[config.mk]
export PLATFORM = sky130hd
export DESIGN_NAME = ofs_cal_seq
export DESIGN_NICKNAME = d
export VERILOG_FILES = /design/src/rtl/ocs_pkg.sv /design/src/rtl/ocs_rst_sync.sv /design/src/rtl/ocs_settle_guard.sv /design/src/rtl/ocs_frame_timer.sv /design/src/rtl/ofs_cal_seq.sv
export SDC_FILE = /design/constraint.sdc
export NUM_CORES = 1
export LEC_CHECK = 0
export BUFFER_PORTS_ARGS = -buffer_cell sky130_fd_sc_hd__buf_2
export CORE_ASPECT_RATIO = 0.75
export CORE_MARGIN = 1.5
export CORE_UTILIZATION = 30
export DETAILED_ROUTE_END_ITERATION = 12
export PLACE_DENSITY = 0.57
export SLEW_MARGIN = 20
export SYNTH_ARGS = -nofsm -noshare
export SYNTH_HDL_FRONTEND = slang
export SYNTH_SLANG_ARGS = --single-unit
[constraint.sdc]
create_clock -name clk -period 1.7 [get_ports clk]
set_input_delay 0.34 -clock clk [delete_from_list [all_inputs] [get_ports clk]]
set_output_delay 0.34 -clock clk [all_outputs]
set_load 0.02 [all_outputs]
[src/rtl/ocs_pkg.sv]
package ocs_pkg;
  typedef enum logic [0:0] {
    ST_IDLE = 1'b0,
    ST_CAL  = 1'b1
  } cal_state_e;
endpackage

[src/rtl/ocs_rst_sync.sv]
module ocs_rst_sync #(
  parameter int STAGES = 2
) (
  input  logic clk,
  input  logic arst_n,
  output logic rst_n_o
);
  logic [STAGES-1:0] sync_q;

  always_ff @(posedge clk or negedge arst_n) begin
    if (!arst_n) sync_q <= '0;
    else         sync_q <= {sync_q[STAGES-2:0], 1'b1};
  end

  assign rst_n_o = sync_q[STAGES-1];
endmodule

[src/rtl/ocs_settle_guard.sv]
module ocs_settle_guard #(
  parameter int SETTLE_MS = 50
) (
  input  logic clk,
  input  logic rst_n,
  input  logic restart,
  input  logic ms_tick,
  output logic ready
);
  localparam int GW = $clog2(SETTLE_MS + 1);
  localparam logic [GW-1:0] LIMIT = GW'(SETTLE_MS);

  logic [GW-1:0] cnt_q, cnt_d;
  logic          cnt_en;

  assign ready  = (cnt_q == LIMIT);
  assign cnt_en = restart | (ms_tick & ~ready);

  always_comb begin
    cnt_d = cnt_q;
    if (restart)      cnt_d = '0;
    else if (ms_tick) cnt_d = cnt_q + 1'b1;
  end

  always_ff @(posedge clk or negedge rst_n) begin
    if (!rst_n)      cnt_q <= '0;
    else if (cnt_en) cnt_q <= cnt_d;
  end
endmodule

[src/rtl/ocs_frame_timer.sv]
module ocs_frame_timer #(
  parameter int CAL_FRAMES = 194
) (
  input  logic clk,
  input  logic rst_n,
  input  logic load,
  input  logic run,
  input  logic fsync,
  output logic last
);
  localparam int CW = (CAL_FRAMES > 1) ? $clog2(CAL_FRAMES) : 1;
  localparam logic [CW-1:0] LAST_IDX = CW'(CAL_FRAMES - 1);

  logic [CW-1:0] cnt_q, cnt_d;
  logic          cnt_en;
  logic          at_last;

  assign at_last = (cnt_q == LAST_IDX);
  assign last    = run & fsync & at_last;
  assign cnt_en  = load | (run & fsync);

  always_comb begin
    cnt_d = cnt_q;
    if (load)         cnt_d = '0;
    else if (at_last) cnt_d = '0;
    else              cnt_d = cnt_q + 1'b1;
  end

  always_ff @(posedge clk or negedge rst_n) begin
    if (!rst_n)      cnt_q <= '0;
    else if (cnt_en) cnt_q <= cnt_d;
  end
endmodule

[src/rtl/ofs_cal_seq.sv]
module ofs_cal_seq
  import ocs_pkg::*;
#(
  parameter int SETTLE_MS  = 50,
  parameter int CAL_FRAMES = 194
) (
  input  logic clk,
  input  logic rst_n,
  input  logic dc_sel,
  input  logic pwr_dn,
  input  logic in_sel,
  input  logic fsync,
  input  logic ms_tick,
  output logic calibrating,
  output logic sdout_zero,
  output logic adc_invalid,
  output logic cal_in_sel,
  output logic cal_done,
  output logic sel_warn
);
  logic       srst_n;
  cal_state_e state_q, state_d;
  logic       pend_q, pend_d;
  logic       inv_q, inv_d;
  logic       sel_q, sel_d;
  logic       warn_q, warn_d;
  logic       done_q, done_d;
  logic       dc_q;
  logic       guard_ok, frame_last;
  logic       dc_rise, in_cal, start, abort, finish;

  ocs_rst_sync #(.STAGES(2)) u_rst (
    .clk(clk), .arst_n(rst_n), .rst_n_o(srst_n)
  );

  ocs_settle_guard #(.SETTLE_MS(SETTLE_MS)) u_guard (
    .clk(clk), .rst_n(srst_n), .restart(pwr_dn), .ms_tick(ms_tick),
    .ready(guard_ok)
  );

  ocs_frame_timer #(.CAL_FRAMES(CAL_FRAMES)) u_timer (
    .clk(clk), .rst_n(srst_n), .load(start), .run(in_cal), .fsync(fsync),
    .last(frame_last)
  );

  assign in_cal  = (state_q == ST_CAL);
  assign dc_rise = dc_sel & ~dc_q;
  assign start   = ~in_cal & pend_q & guard_ok & ~pwr_dn;
  assign abort   = in_cal & pwr_dn;
  assign finish  = in_cal & ~pwr_dn & frame_last;

  always_comb begin
    state_d = state_q;
    if (start)                state_d = ST_CAL;
    else if (abort || finish) state_d = ST_IDLE;
  end

  always_comb begin
    pend_d = pend_q;
    if (pwr_dn)                pend_d = 1'b1;
    else if (start)            pend_d = 1'b0;
    else if (!in_cal && dc_rise) pend_d = 1'b1;
  end

  always_comb begin
    inv_d = inv_q;
    if (pwr_dn || start) inv_d = 1'b1;
    else if (finish)     inv_d = 1'b0;
  end

  always_comb begin
    sel_d  = start ? in_sel : sel_q;
    warn_d = warn_q | (in_cal & (in_sel != sel_q));
    done_d = finish;
  end

  always_ff @(posedge clk or negedge srst_n) begin
    if (!srst_n) begin
      state_q <= ST_IDLE;
      pend_q  <= 1'b1;
      inv_q   <= 1'b1;
      sel_q   <= 1'b0;
      warn_q  <= 1'b0;
      done_q  <= 1'b0;
      dc_q    <= 1'b0;
    end else begin
      state_q <= state_d;
      pend_q  <= pend_d;
      inv_q   <= inv_d;
      if (start) sel_q <= sel_d;
      warn_q  <= warn_d;
      done_q  <= done_d;
      dc_q    <= dc_sel;
    end
  end

  assign calibrating = in_cal;
  assign sdout_zero  = in_cal;
  assign adc_invalid = inv_q;
  assign cal_in_sel  = sel_q;
  assign cal_done    = done_q;
  assign sel_warn    = warn_q;
endmodule

Word level (Yosys, flattened, before mapping)
Index checks and enable logic that the tools add are counted.
- bitwise operators: 18
- equality and inequality tests: 3
- muxes and demuxes: 11
- add/subtract/negate cells: 2
- reductions and logical operators: 9
- operators with widths (operator ; number):
    8-bit 2-to-1 mux ; 2
    6-bit 2-to-1 mux ; 2
    1-bit bitwise AND ; 11
    8-bit by 1-bit adder with 8-bit output, second input constant ; 1
    8-bit == test, second input constant ; 1
    1-bit 2-to-1 mux ; 7
    6-bit by 1-bit adder with 6-bit output, second input constant ; 1
    6-bit == test, second input constant ; 1
    2-bit nonzero test ; 3
    1-bit inverter ; 4
    1-bit bitwise OR ; 3
    3-bit nonzero test ; 1
    1-bit logical OR ; 2
    2-bit AND reduction ; 1
    1-bit logical AND ; 1
    1-bit logical NOT ; 1
    1-bit != test ; 1
- input port bits: 7
- bits in registers: 23
- word-level logic and storage cells: 53

Logic depth before layout (Yosys ltp)
- depth after elaboration: 6
- gate-level depth with buffers: 6
- mapped depth without buffers: 6

Modules after synthesis
Synthesis repeated with hierarchy kept, for this count alone.
- cell total of the unflattened synthesis: 111
- area, all modules: 1158.6 µm²
- modules (own cells, without submodules) (module ; cells each ; area each (µm²) ; sequential area each (µm²) ; times used):
    ocs_frame_timer ; 49 ; 455.4 ; 200.2 ; 1
    ocs_settle_guard ; 38 ; 357.8 ; 150.1 ; 1
    ofs_cal_seq ; 21 ; 291.5 ; 177.7 ; 1
    ocs_rst_sync ; 3 ; 53.8 ; 50.0 ; 1

Worst setup path after synthesis
Ideal clock, no wire load.
- path kind: flip-flop to flip-flop
- from: register u_guard.cnt_q[2]
- to: register u_timer.cnt_q[7]
- buffers on the path: 1
- stages on the path, launching flop included: 6
- required time: 1556 ps
- path slack: 6 ps
- period minus slack after synthesis: 1694 ps
- data arrival time: 1551 ps
- path through: dfrtp_1 -> buf_6 -> or4b_1 -> or3_4 -> a31oi_1 -> o31ai_1
- word-level cells in the longest chain between the ends: 4
- elaborated cells on any way between the ends: 5
- ends and longest elaborated chain (what ; RTL line ; RTL):
    from (decl) ; ocs_settle_guard.sv:13 ; logic [GW-1:0] cnt_q, cnt_d;
    from (signal assigned) ; ocs_settle_guard.sv:27 ; else if (cnt_en) cnt_q <= cnt_d;
    6-bit == test (*) ; ocs_settle_guard.sv:16 ; assign ready = (cnt_q == LIMIT);
    1-bit bitwise AND (*) (2 in a row) ; ofs_cal_seq.sv:48 ; assign start = ~in_cal & pend_q & guard_ok & ~pwr_dn;
    8-bit 2-to-1 mux or 1-bit bitwise OR (tied branches) ; ocs_frame_timer.sv:24, ocs_frame_timer.sv:20 ;
    to (signal assigned) ; ocs_frame_timer.sv:31 ; else if (cnt_en) cnt_q <= cnt_d;
    to (decl) ; ocs_frame_timer.sv:14 ; logic [CW-1:0] cnt_q, cnt_d;
Every way passes the cells marked *; elsewhere a longest branch is shown, timed or not.
A chain may end at the register's enable or synchronous reset.

Worst setup path after layout
Same ends and word-level chain as after synthesis.

==> reports/results.tsv <==
stage	metric	value	unit
outcome	outcome	complete, no violations	
timing	Setup-failing EPs final	0	
floorplanning	core area	3640	µm²
clocking	H-tree levels	1	
placed_design	Place WS	-0.0152	ns
detailed_routing	DR vias/cell	4.67	
power	Peak VDD IR	0.701	mV
yosys	Main synth FF type	dfrtp_1	
clocking	post-CTS setup buffers	0	
detailed_routing	Post-Route WL	2150	µm
setup_path	critical path class	flip-flop to flip-flop	
yosys	unique cell type count in the Yosys netlist	34	
floorplanning	row count	19	
floorplanning	die area	4160	µm²
clocking	CTS buffer count	3	
yosys	synth warn	0	
cells_and_area	# diodes	0	
setup_path	crit path capture type	flip-flop	
timing	Setup TNS	0	ns
clocking	CTS tree	built	
placed_design	number of port buffers	12	
yosys	Async SR Flop Fraction	1.00	
cells_and_area	Nets	150	
power	overall power	1.00	mW
timing	fin crit period	1.62	ns
detailed_routing	First DRT Iteration DRCs	84	
timing	Min Hold Slack	0.189	ns
cells_and_area	Largest Register	u_timer.cnt_q	
floorplanning	chip width	73.9	µm
detailed_routing	WL per Instance	11.3	µm
setup_path	required time of the critical path	1.85	ns
detailed_routing	drt drc	0	
grt	met2 usage	0.181	
grt	vias in the first global route	847	
detailed_routing	drt pass-1 iters	4	
power	Pwr Density	728	nW/µm²
grt	antenna violations before repair	0	
grt	largest net degree at the start of global routing	22	
yosys	Post-Syn Instances	114	
placed_design	Inst Count DP	185	
clocking	Bufs on Longest Clock Path	2	
cells_and_area	share of layout cells above drive strength 1	0.261	
grt	gr usage total	0.118	
cells_and_area	most frequent cells in the layout	21 x dfrtp_1, 12 x nand2_1, 12 x buf_2	
detailed_routing	Final ANT Viol Nets	0	
cells_and_area	max reg flops	8	
floorplanning	IO Count	13	
setup_path	startpoint types	flip-flop	
placed_design	dpl hpwl	1620	µm
cells_and_area	commonest non-fill, non-tap cell in the layout	dfrtp_1	
clocking	CTS root buf	clkbuf_8	
timing	Tcrit/Tclk final	0.955	
yosys	synthesized cell area	1130	µm²
yosys	EDFF count, synth	0	
clocking	Worst-Skew Late Latency	0.27	ns
grt	GRT overflow	0	
cells_and_area	fin cells	190	
yosys	sequential area share after synthesis	0.510	
grt	GR Layer Usage met3	0.0380	
grt	GR Util met1	0.161	
timing	Hold Vio Cnt, Final	0	
timing	final setup skew	0.00347	ns
floorplanning	DIE HEIGHT	56.2	µm
yosys	#FFs+latches synth	23	
clocking	CTS Sinks	23	
min_path	Min-Delay Path Class	input port to flip-flop	
grt	first-pass GRT wire length	3770	µm
detailed_routing	DR vias	888	
timing	max frequency	616	MHz
yosys	Syn Nets	125	
placed_design	GPL Wtd Cong	0.826	
cells_and_area	area growth from synthesis to layout	21.8	%
power	leakage	0.620	nW
timing	Slew Limit Fails	0	
cells_and_area	largest registers	u_timer.cnt_q (8), u_guard.cnt_q (6), u_rst.sync_q (2)	
run	max cap viols	0	
floorplanning	initial cell density of the core	0.311	
timing	unrepaired setup endpoints after global routing	no	
timing	worst setup margin	0.0766	ns
clocking	clk slew on worst S/H paths	0.08	ns
grt	gr busiest metal	met2	
setup_path	crit-path max FO	5	
yosys	Avg Cell Area, Syn	9.93	µm²
setup_path	crit path DAT	1.77	ns
[synthesized netlist by cell type (all sizes together), types with 3 or more instances]
| master | number | share of area |
|---|---|---|
| dfrtp | 21 | 0.46 |
| nand4 | 4 | 0.022 |
| nor3 | 4 | 0.018 |
| a31o | 3 | 0.023 |
| nor4 | 4 | 0.033 |
| ha | 4 | 0.044 |
| nor2 | 11 | 0.036 |
| nand2 | 12 | 0.040 |
| nand3 | 5 | 0.022 |
| o21ai | 10 | 0.044 |
| inv | 6 | 0.020 |
| xor2 | 3 | 0.023 |
[critical path, cell delays in order (launching register included)]
cell	delay, ns
dfrtp_1	0.38
or4b_1	0.49
or3_4	0.37
a31oi_1	0.18
o31ai_1	0.09
[cell families (layout without fill, tap and decap cells)]
group / Yosys count / in the layout / synth area share
AOI/OAI and AO/OA: 23 / 23 / 0.129
xor gates and xnor gates: 4 / 4 / 0.0309
adders and majority gates: 4 / 4 / 0.0442
buffers and inverters: 10 / 34 / 0.0431
DFF: 23 / 23 / 0.510
muxes: 1 / 1 / 0.00994
other: 1 / 1 / 0.00331
and+or+nand+nor: 48 / 48 / 0.229
[worst paths after layout]
kind                                    end        startpoint  slack, ns  depth (start not counted)
max reg2reg                u_timer.cnt_q[7]  u_guard.cnt_q[2]       0.08                          4
min in group asynchronous        cal_in_sel   u_rst.sync_q[1]       0.21                          1
max in group asynchronous            pend_q   u_rst.sync_q[1]       1.22                          1
min reg2reg                      cal_in_sel   u_rst.sync_q[1]       0.21                          1
min                                    dc_q            dc_sel       0.19                          1
max                        u_timer.cnt_q[7]  u_guard.cnt_q[2]       0.08                          4
[metrics by stage]
| step | area, µm² | utilization |
|---|---|---|
| global placement | 1310 | 0.361 |
| CTS | 1370 | 0.377 |
| global route | 1380 | 0.379 |
| detailed placement | 1310 | 0.361 |
| finish | 1380 | 0.379 |
| floorplan | 1130 | - |
[final cells by class]
type	count	area [µm²]
fill	377	2260
sequential	23	578
multi-input combinational	81	514
timing repair buffer	24	153
tap	52	65.1
clock buffer	3	41.3
inverter	6	22.5
clock inverter	1	5.00
[power breakdown]
group          total [mW]  internal (mW)  switching, mW  leakage (nW)
Sequential          0.576          0.564         0.0116         0.295
Clock               0.340          0.164          0.176        0.0255
Combinational      0.0878         0.0386         0.0492         0.299
Total                1.00          0.766          0.237         0.620
[what timing repair did]
| item | in CTS | in global routing |
|---|---|---|
| setup endpoints to repair | 0 | 4 |
| gates resized for setup | 0 | 1 |
| hold endpoints to repair | 2 | 0 |
| hold buffers | 1 | 0 |
[metal layers]
layer | up-vias | wire length [µm]
li1 | 451 | -
met5 | - | 0
met2 | 12 | 1020
met3 | 2 | 75
met1 | 423 | 1040
met4 | 0 | 7
Power figures use the tool's default switching activity.
